**config.mk**
```make
export PLATFORM = sky130hd
export DESIGN_NAME = pci_stop_gate
export DESIGN_NICKNAME = d
export VERILOG_FILES = /design/src/rtl/pcs_pkg.sv /design/src/rtl/pcs_strap_latch.sv /design/src/rtl/pcs_stop_sync.sv /design/src/rtl/pcs_gate_cell.sv /design/src/rtl/pci_stop_gate.sv
export SDC_FILE = /design/constraint.sdc
export NUM_CORES = 1
export LEC_CHECK = 0
export ABC_AREA = 1
export BUFFER_PORTS_ARGS = -buffer_cell sky130_fd_sc_hd__buf_2
export CORE_MARGIN = 2
export CORE_UTILIZATION = 51
export DETAILED_ROUTE_END_ITERATION = 7
export GPL_TIMING_DRIVEN = 0
export PLACE_DENSITY = 0.79
export SLEW_MARGIN = 10
export SYNTH_ARGS = -nofsm -noshare
export SYNTH_HDL_FRONTEND = slang
export SYNTH_HIERARCHICAL = 1
export SYNTH_SLANG_ARGS = --single-unit
export TNS_END_PERCENT = 20
```
**constraint.sdc**
```tcl
create_clock -name clk_i -period 1.02 [get_ports clk_i]
set_input_delay 0.204 -clock clk_i [delete_from_list [all_inputs] [get_ports clk_i]]
set_output_delay 0.204 -clock clk_i [all_outputs]
set_load 0.03 [all_outputs]
```
**src/rtl/pcs_pkg.sv**
```systemverilog
package pcs_pkg;

  typedef enum logic {
    ROLE_CLK  = 1'b0,
    ROLE_STOP = 1'b1
  } share_role_e;

  typedef struct packed {
    share_role_e role;
    logic [1:0]  code;
  } strap_t;

  localparam strap_t STRAP_DEFAULT = '{role: ROLE_STOP, code: 2'b00};

  // selectable output idx runs at 66 MHz when below (n - code)
  function automatic logic sel_fast(input int idx, input logic [1:0] code, input int n);
    return idx < (n - int'(code));
  endfunction

endpackage

```
**src/rtl/pcs_strap_latch.sv**
```systemverilog
module pcs_strap_latch
  import pcs_pkg::*;
(
  input  logic         clk_i,
  input  logic         rst_ni,
  input  logic         share_strap_i,
  input  logic [1:0]   sel_strap_i,
  output strap_t       strap_o
);

  strap_t strap_q;
  logic   cap_q;

  always_ff @(posedge clk_i or negedge rst_ni) begin
    if (!rst_ni) begin
      strap_q <= STRAP_DEFAULT;
      cap_q   <= 1'b0;
    end else if (!cap_q) begin
      strap_q.role <= share_role_e'(share_strap_i);
      strap_q.code <= sel_strap_i;
      cap_q        <= 1'b1;
    end
  end

  assign strap_o = strap_q;

endmodule

```
**src/rtl/pcs_stop_sync.sv**
```systemverilog
module pcs_stop_sync #(
  parameter int SYNC_STAGES = 2
) (
  input  logic clk_i,
  input  logic rst_ni,
  input  logic ph33_i,
  input  logic stop_ni,
  input  logic honor_i,
  output logic stop_o
);

  localparam int LAST = SYNC_STAGES - 1;

  logic [LAST:0] sync_q;
  logic          ph_q;
  logic          stop_q;
  logic          stop_n_eff;

  assign stop_n_eff = honor_i ? stop_ni : 1'b1;

  generate
    if (SYNC_STAGES > 1) begin : g_chain
      always_ff @(posedge clk_i or negedge rst_ni) begin
        if (!rst_ni) sync_q <= '1;
        else         sync_q <= {sync_q[LAST-1:0], stop_n_eff};
      end
    end else begin : g_single
      always_ff @(posedge clk_i or negedge rst_ni) begin
        if (!rst_ni) sync_q <= '1;
        else         sync_q <= stop_n_eff;
      end
    end
  endgenerate

  // sample once per PCI period, on the phase rising edge
  always_ff @(posedge clk_i or negedge rst_ni) begin
    if (!rst_ni) begin
      ph_q   <= 1'b0;
      stop_q <= 1'b0;
    end else begin
      ph_q <= ph33_i;
      if (ph33_i && !ph_q) stop_q <= ~sync_q[LAST];
    end
  end

  assign stop_o = stop_q;

endmodule

```
**src/rtl/pcs_gate_cell.sv**
```systemverilog
module pcs_gate_cell (
  input  logic clk_i,
  input  logic rst_ni,
  input  logic ph_i,
  input  logic en_i,
  input  logic stop_i,
  input  logic stoppable_i,
  output logic clk_o
);

  logic ph_q;
  logic gate_q;

  // gate moves only on the edge where the phase goes low
  always_ff @(posedge clk_i or negedge rst_ni) begin
    if (!rst_ni) begin
      ph_q   <= 1'b0;
      gate_q <= 1'b0;
    end else begin
      ph_q <= ph_i;
      if (ph_q && !ph_i) gate_q <= en_i & ~(stop_i & stoppable_i);
    end
  end

  assign clk_o = ph_q & gate_q;

endmodule

```
**src/rtl/pci_stop_gate.sv**
```systemverilog
module pci_stop_gate
  import pcs_pkg::*;
#(
  parameter int               N_STD       = 7,
  parameter int               N_SEL       = 4,
  parameter int               SYNC_STAGES = 2,
  parameter logic [N_STD-1:0] FREE_MASK   = 7'b0111000
) (
  input  logic             clk_i,
  input  logic             rst_ni,
  input  logic             ph33_i,
  input  logic             ph66_i,
  input  logic             stop_ni,
  input  logic             share_strap_i,
  input  logic [1:0]       sel_strap_i,
  input  logic [N_STD-1:0] std_en_i,
  input  logic [N_STD-1:0] std_free_i,
  input  logic             share_en_i,
  input  logic             fixed_en_i,
  input  logic [N_SEL-1:0] sel_en_i,
  output logic [N_STD-1:0] std_clk_o,
  output logic             share_clk_o,
  output logic             fixed_clk_o,
  output logic [N_SEL-1:0] sel_clk_o
);

  strap_t strap;
  logic   stop_req;
  logic   share_is_clk;

  pcs_strap_latch i_strap (
    .clk_i         (clk_i),
    .rst_ni        (rst_ni),
    .share_strap_i (share_strap_i),
    .sel_strap_i   (sel_strap_i),
    .strap_o       (strap)
  );

  assign share_is_clk = (strap.role == ROLE_CLK);

  pcs_stop_sync #(.SYNC_STAGES(SYNC_STAGES)) i_sync (
    .clk_i   (clk_i),
    .rst_ni  (rst_ni),
    .ph33_i  (ph33_i),
    .stop_ni (stop_ni),
    .honor_i (!share_is_clk),
    .stop_o  (stop_req)
  );

  generate
    for (genvar k = 0; k < N_STD; k++) begin : g_std
      pcs_gate_cell i_cell (
        .clk_i       (clk_i),
        .rst_ni      (rst_ni),
        .ph_i        (ph33_i),
        .en_i        (std_en_i[k]),
        .stop_i      (stop_req),
        .stoppable_i (!(FREE_MASK[k] && std_free_i[k])),
        .clk_o       (std_clk_o[k])
      );
    end

    for (genvar i = 0; i < N_SEL; i++) begin : g_sel
      logic fast;
      assign fast = sel_fast(i, strap.code, N_SEL);
      pcs_gate_cell i_cell (
        .clk_i       (clk_i),
        .rst_ni      (rst_ni),
        .ph_i        (fast ? ph66_i : ph33_i),
        .en_i        (sel_en_i[i]),
        .stop_i      (stop_req),
        .stoppable_i (!fast),
        .clk_o       (sel_clk_o[i])
      );
    end
  endgenerate

  pcs_gate_cell i_share (
    .clk_i       (clk_i),
    .rst_ni      (rst_ni),
    .ph_i        (ph33_i),
    .en_i        (share_en_i && share_is_clk),
    .stop_i      (stop_req),
    .stoppable_i (1'b1),
    .clk_o       (share_clk_o)
  );

  pcs_gate_cell i_fixed (
    .clk_i       (clk_i),
    .rst_ni      (rst_ni),
    .ph_i        (ph33_i),
    .en_i        (fixed_en_i),
    .stop_i      (stop_req),
    .stoppable_i (1'b0),
    .clk_o       (fixed_clk_o)
  );

endmodule

```
==> impl_metrics.env, run 1 <==
export IMPL_cts_buffer_depth=2
export IMPL_dr_max_layer_used="met4"
export IMPL_hp_start="stop_ni"
export IMPL_initial_core_util_pct=52.4
export IMPL_fill_cells=250
export IMPL_worst_slack_ps=-155
export IMPL_synthCells=178
export IMPL_dr_pass1_iters=5
export IMPL_crit_fanout=2
export IMPL_clkTransAtPathRegs_ps=100
export IMPL_final_hold_viol_count=0
export IMPL_preCtsSetupSlack_ps=-161
export IMPL_fmax_ghz=0.851
export IMPL_drc_errors=0
export IMPL_synth_top_area_share_pct=54.7
export IMPL_die_w_um=56.7
export IMPL_critPathKind="reg -> out"
export IMPL_violations="negative setup slack"
export IMPL_fin_crit_ps=1180
export IMPL_grt_max_degree=35
export IMPL_required_ps=820
export IMPL_nets=258
export IMPL_ant_nets=0
export IMPL_critPathArrivalTime_ps=970
export IMPL_drv_cap=0
export IMPL_timing_final_max_slew_violations=0
export IMPL_post_drt_wl_per_cell_um=9.39
export IMPL_placementRows=19
export IMPL_grt_setup_unrepaired="true"
export IMPL_syn_avg_cell_area_um2=7.97
export IMPL_p_leak_nw=1.11
export IMPL_synthesis_area_um2=1420
export IMPL_met3_length_um=129
export IMPL_core_area_um2=2710
export IMPL_holdWs_ps=65.4
export IMPL_die_h_um=56.7
export IMPL_synth_common_cells="nand2_1, inv_1, dfrtp_1, o21ai_1"
export IMPL_cts_sinks=34
export IMPL_powerDensity_nw_per_um2=1580
export IMPL_timing_rr_start="i_strap/strap_o[1]"
export IMPL_avgViaCountPerCell=4.32
export IMPL_synth_top_cell_by_area="dfrtp_1"
export IMPL_routabilityCongestion=0.734
export IMPL_antenna_found_initial=0
export IMPL_grt_overflow=0
export IMPL_ys_seq_elements=34
export IMPL_fin_crit_sh_pct=115
export IMPL_yosysWarningCount=6
export IMPL_cts_max_level=2
export IMPL_synth_edff_count=0
export IMPL_fin_area_um2=1850
export IMPL_drt_iter0_markers=35
export IMPL_routed_wl_mm=2.46
export IMPL_wl_met1_mm=1.12
export IMPL_worst_setup_path_start_kind="flop"
export IMPL_min_path_type="in -> reg"
export IMPL_outcome="finished, violations left"
export IMPL_grt_usage_pct=17.8
export IMPL_synthTopCellsByArea="dfrtp_1, nand2_1, inv_1, dfstp_2, o21ai_1"
export IMPL_synth_sequential_area_ratio_pct=60.2
export IMPL_dp_hpwl_mm=1.71
export IMPL_ir_drop_uv=1510
export IMPL_grt_pass1_wl_mm=4.26
export IMPL_diodes=0
export IMPL_dr_wl_met2_mm=1.20
export IMPL_areaGrowthSynthToFinish_pct=30.3
export IMPL_cp_startpoint="g_sel[3].i_cell/gate_q"
export IMPL_yosysMostFrequentCell="nand2_1"
export IMPL_dpl_instance_area_um2=1660
export IMPL_yosysUniqueCellTypes=13
export IMPL_design_die_area_um2=3220
export IMPL_async_flop_share_pct=100
export IMPL_setup_viol=13
export IMPL_final_core_util_pct=68.2
export IMPL_drive_above_1_share_pct=26.4
export IMPL_grt_pass1_vias=1051
export IMPL_numCtsBuffers=5
export IMPL_cts_tree="built"
export IMPL_cp_end_kind="primary output"
export IMPL_tns_ps=-1740
export IMPL_ios=41
export IMPL_cts_root_buf="clkbuf_4"
export IMPL_synth_flop_cell="dfrtp_1"
export IMPL_skew_ps=10.4
export IMPL_port_buffers=36
export IMPL_num_vias=1133
export IMPL_clk_latency_ps=320
[routing by layer]
layer,vias up,global-route usage [%]
met5,-,0
met4,0,7.97
met3,2,5.53
met2,30,29.4
met1,491,21.3
li1,610,-
[report_power, final]
group / switching (W) / total [W] / internal (W) / leakage [nW]
clock network: 0.000406 / 0.000740 / 0.000334 / 0.0353
registers: 0.000106 / 0.00160 / 0.00150 / 0.404
logic: 0.000333 / 0.000585 / 0.000252 / 0.669
total: 0.000845 / 0.00293 / 0.00208 / 1.11
[final cells by class]
type | instances | area (µm²) | area share, %
Sequential cell | 34 | 857 | 46.3
Multi-Input combinational cell | 110 | 450 | 24.4
Timing Repair Buffer | 40 | 297 | 16.0
Inverter | 37 | 139 | 7.51
Clock buffer | 7 | 55.1 | 2.98
Tap cell | 31 | 38.8 | 2.10
Buffer | 2 | 7.51 | 0.406
Clock inverter | 1 | 5.00 | 0.271
[flip-flops by register name, indices dropped and copies added, names as in the netlist, 2 cells and up]
| register | flops |
|---|---|
| g_std.i_cell/gate_q | 7 |
| g_sel.i_cell/gate_q | 4 |
| g_std.i_cell/ph_q | 7 |
| g_sel.i_cell/ph_q | 4 |
| i_sync/sync_q | 2 |
| i_strap/strap_o | 3 |
[worst max-delay path, cell delays in order (launching register included)]
cell	delay, ps
dfrtp_1	410
nand2_2	80
inv_2	30
buf_6	120
[cell families after synthesis]
kind of cell / after synthesis / share of synthesized area [%]
flip-flops: 34 / 60.2
AO/OA/AOI/OAI: 16 / 5.64
AND/OR/NAND/NOR: 86 / 23.0
buffers and inverters: 39 / 10.3
other: 3 / 0.794
[placed cells by master (no fill, tap or decap), types with 2 or more instances in the layout]
master | synthesis | layout
dfrtp_1 | 31 | 29
buf_2 | 0 | 22
clkbuf_4 | 0 | 6
o21ai_1 | 14 | 14
inv_2 | 1 | 4
nand2_2 | 1 | 3
buf_6 | 0 | 13
clkbuf_1 | 2 | 3
buf_4 | 0 | 3
dfstp_2 | 3 | 3
nor2_2 | 0 | 2
inv_1 | 36 | 33
conb_1 | 3 | 8
dfrtp_2 | 0 | 2
nand2_1 | 81 | 79
[path summary, 6_finish.rpt]
check,endpoint,slack (ps),cells after the start
max reg2reg,g_sel[3].i_cell/gate_q,0,7
min reg2reg,i_sync/sync_q[1],360,0
max in group asynchronous,i_strap/strap_o[2],300,2
min,i_sync/sync_q[0],70,3
min in group asynchronous,g_std[3].i_cell/ph_q,380,2
max,sel_clk_o[3],-160,3
[repair_timing]
action,4_1_cts,5_1_grt
hold buffers,1,0
gates cloned,0,0
gates resized for setup,30,8
pin swaps,5,7
buffers inserted,2,1
setup endpoints to repair,24,47
hold endpoints to repair,31,0
[stage by stage]
stage / total power (W) / instances
3_3_place_gp: 0.00208 / 250
5_1_grt: 0.00312 / 262
6_report: 0.00293 / 262
2_1_floorplan: 0.00191 / 183
4_1_cts: 0.00295 / 261
3_5_place_dp: 0.00211 / 250
Note: power is estimated with default switching activity, not from simulation.
==> inputs of run 2 (changes only) <==
--- a/config.mk
+++ b/config.mk
@@ -7,10 +7,10 @@
 export LEC_CHECK = 0
 export ABC_AREA = 1
 export BUFFER_PORTS_ARGS = -buffer_cell sky130_fd_sc_hd__buf_2
-export CORE_MARGIN = 2
+export CORE_MARGIN = 1.5
 export CORE_UTILIZATION = 51
 export DETAILED_ROUTE_END_ITERATION = 7
-export GPL_TIMING_DRIVEN = 0
+export GPL_TIMING_DRIVEN = 1
 export PLACE_DENSITY = 0.79
 export SLEW_MARGIN = 10
 export SYNTH_ARGS = -nofsm -noshare
==> run 2 against run 1 <==
Effect of this change: the flow still finishes with violations (negative setup slack); setup slack got worse by 5.8 ps; sequential cell count is the same; sequential power is essentially flat; critical path type unchanged; largest cell class unchanged; largest power group unchanged; highest routed layer unchanged.
==> impl_metrics.env, run 2 (synthesis gave the netlist of run 1 again) <==
export IMPL_die_w_um=55.7
export IMPL_port_buffers=36
export IMPL_grt_overflow=0
export IMPL_ant_nets=0
export IMPL_fin_crit_sh_pct=116
export IMPL_drive_above_1_share_pct=28.1
export IMPL_worst_path_largest_cell_delay_ps=400
export IMPL_min_path_type="in -> reg"
export IMPL_hold_depth=3
export IMPL_initial_core_util_pct=55.8
export IMPL_nets=262
export IMPL_antenna_found_initial=0
export IMPL_worstPathCellList="nand2_1, inv_1, buf_6"
export IMPL_dp_cells=251
export IMPL_worst_slack_ps=-161
export IMPL_critPathArrivalTime_ps=980
export IMPL_grt_setup_unrepaired="true"
export IMPL_layout_common_cells="nand2_1, inv_1, dfrtp_1"
export IMPL_numCtsBuffers=5
export IMPL_ir_drop_uv=1580
export IMPL_design_die_area_um2=3110
export IMPL_required_ps=820
export IMPL_grt_usage_pct=20.3
export IMPL_num_vias=1200
export IMPL_routed_wl_mm=2.81
export IMPL_drt_iter0_markers=21
export IMPL_grt_max_degree=17
export IMPL_outcome="finished, violations left"
export IMPL_hp_start="stop_ni"
export IMPL_fill_cells=195
export IMPL_violations="negative setup slack"
export IMPL_clk_latency_ps=330
export IMPL_setup_viol=15
export IMPL_core_area_um2=2540
export IMPL_areaGrowthSynthToFinish_pct=34.0
export IMPL_clkTransAtPathRegs_ps=100
export IMPL_instances_no_fill=265
export IMPL_avgViaCountPerCell=4.53
export IMPL_r2r_setup_slack_ps=-90
export IMPL_placementRows=18
export IMPL_p_leak_nw=1.14
export IMPL_powerDensity_nw_per_um2=1570
export IMPL_critPathKind="reg -> out"
export IMPL_holdPathEnd="i_sync/sync_q[0]"
export IMPL_ios=41
export IMPL_tns_ps=-1820
export IMPL_reg2reg_to="g_sel[1].i_cell/gate_q"
export IMPL_cts_tree="built"
export IMPL_final_hold_viol_count=0
export IMPL_reg2reg_depth=7
export IMPL_dr_pass1_iters=4
export IMPL_cp_end_kind="primary output"
export IMPL_grt_pass1_vias=1185
export IMPL_grt_pass1_wl_mm=4.75
export IMPL_drc_errors=0
export IMPL_crit_fanout=2
export IMPL_fin_crit_ps=1180
export IMPL_cts_max_level=2
export IMPL_cts_root_buf="clkbuf_4"
export IMPL_cts_sinks=34
export IMPL_skew_ps=13.8
export IMPL_power_total_w=0.00299
export IMPL_final_common_cell="nand2_1"
export IMPL_drv_cap=0
export IMPL_routabilityCongestion=0.782
export IMPL_fmax_ghz=0.847
export IMPL_post_drt_wl_per_cell_um=10.6
export IMPL_dp_hpwl_mm=1.99
export IMPL_timing_rr_start="i_strap/strap_o[1]"
export IMPL_preCtsSetupSlack_ps=-86.2
export IMPL_timing_final_max_slew_violations=0
export IMPL_diodes=0
export IMPL_worst_setup_path_start_kind="flop"
export IMPL_cts_buffer_depth=2
export IMPL_crit_path_top_delay_cell="dfrtp_1"
export IMPL_die_h_um=55.7
export IMPL_top_regs="g_std.i_cell/gate_q x7, g_std.i_cell/ph_q x7"
[run 2: cell types whose count changed in the layout (fill, tap and decap cells not counted), sizes merged]
cell    previous run  this run
clkinv             1         0
clkbuf            10         8
buf               38        45
[run 2: cell type report]
class                      count  area, µm²  area share [%]
clock buffer                   8       58.8            3.09
inverter                      37        139            7.30
multi-input combinational    110        458            24.1
sequential                    34        857            45.1
tap                           30       37.5            1.97
timing repair buffer          46        352            18.5
[run 2: worst max-delay path by stage]
stage | cells past startpoint | end | slack [ps] | from
5_1_grt | 3 | sel_clk_o[2] | -220 | g_sel[2].i_cell/gate_q
4_1_cts | 3 | sel_clk_o[2] | -160 | g_sel[2].i_cell/ph_q
3_3_place_gp | 6 | g_sel[3].i_cell/gate_q | 30 | i_strap/strap_o[1]
2_1_floorplan | 6 | g_sel[3].i_cell/gate_q | 80 | i_strap/strap_o[1]
6_report | 3 | std_clk_o[4] | -160 | g_std[4].i_cell/gate_q
3_5_place_dp | 6 | g_sel[1].i_cell/gate_q | -90 | i_strap/strap_o[1]
[run 2: critical path, delay by kind of cell (launching register included)]
family | cells | cell delay (ps)
AND/OR/NAND/NOR | 1 | 70
flip-flops | 1 | 400
buffers and inverters | 2 | 180
[run 2: routing by layer]
| metal | GRT usage (%) | vias to the layer above | routed length (µm) |
|---|---|---|---|
| li1 | - | 622 | - |
| met1 | 20.7 | 538 | 1120 |
| met2 | 37.2 | 35 | 1540 |
| met3 | 8.14 | 5 | 120 |
| met4 | 6.97 | 0 | 34 |
| met5 | 0 | - | 0 |
[run 2: what timing repair did]
item | in CTS | in global routing
setup endpoints to repair | 22 | 17
resized for setup | 31 | 6
setup buffers | 2 | 3
endpoints found under the hold margin | 15 | 0
pin swaps | 10 | 4
hold buffers | 1 | 0
[run 2: where the power goes]
| part | total, W | switching, W | internal (W) |
|---|---|---|---|
| registers | 0.00160 | 0.000103 | 0.00149 |
| logic | 0.000647 | 0.000356 | 0.000290 |
| clock network | 0.000747 | 0.000407 | 0.000340 |
[run 2: per-stage QoR]
step / utilization, % / hold WS, ps / instance area, µm²
floorplan: - / -91.6 / 1440
global placement: 66.4 / 95.1 / 1690
detailed placement: 66.4 / 101 / 1690
CTS: 73.3 / 37.6 / 1860
global route: 74.7 / 36.3 / 1900
finish: 74.7 / 59.0 / 1900
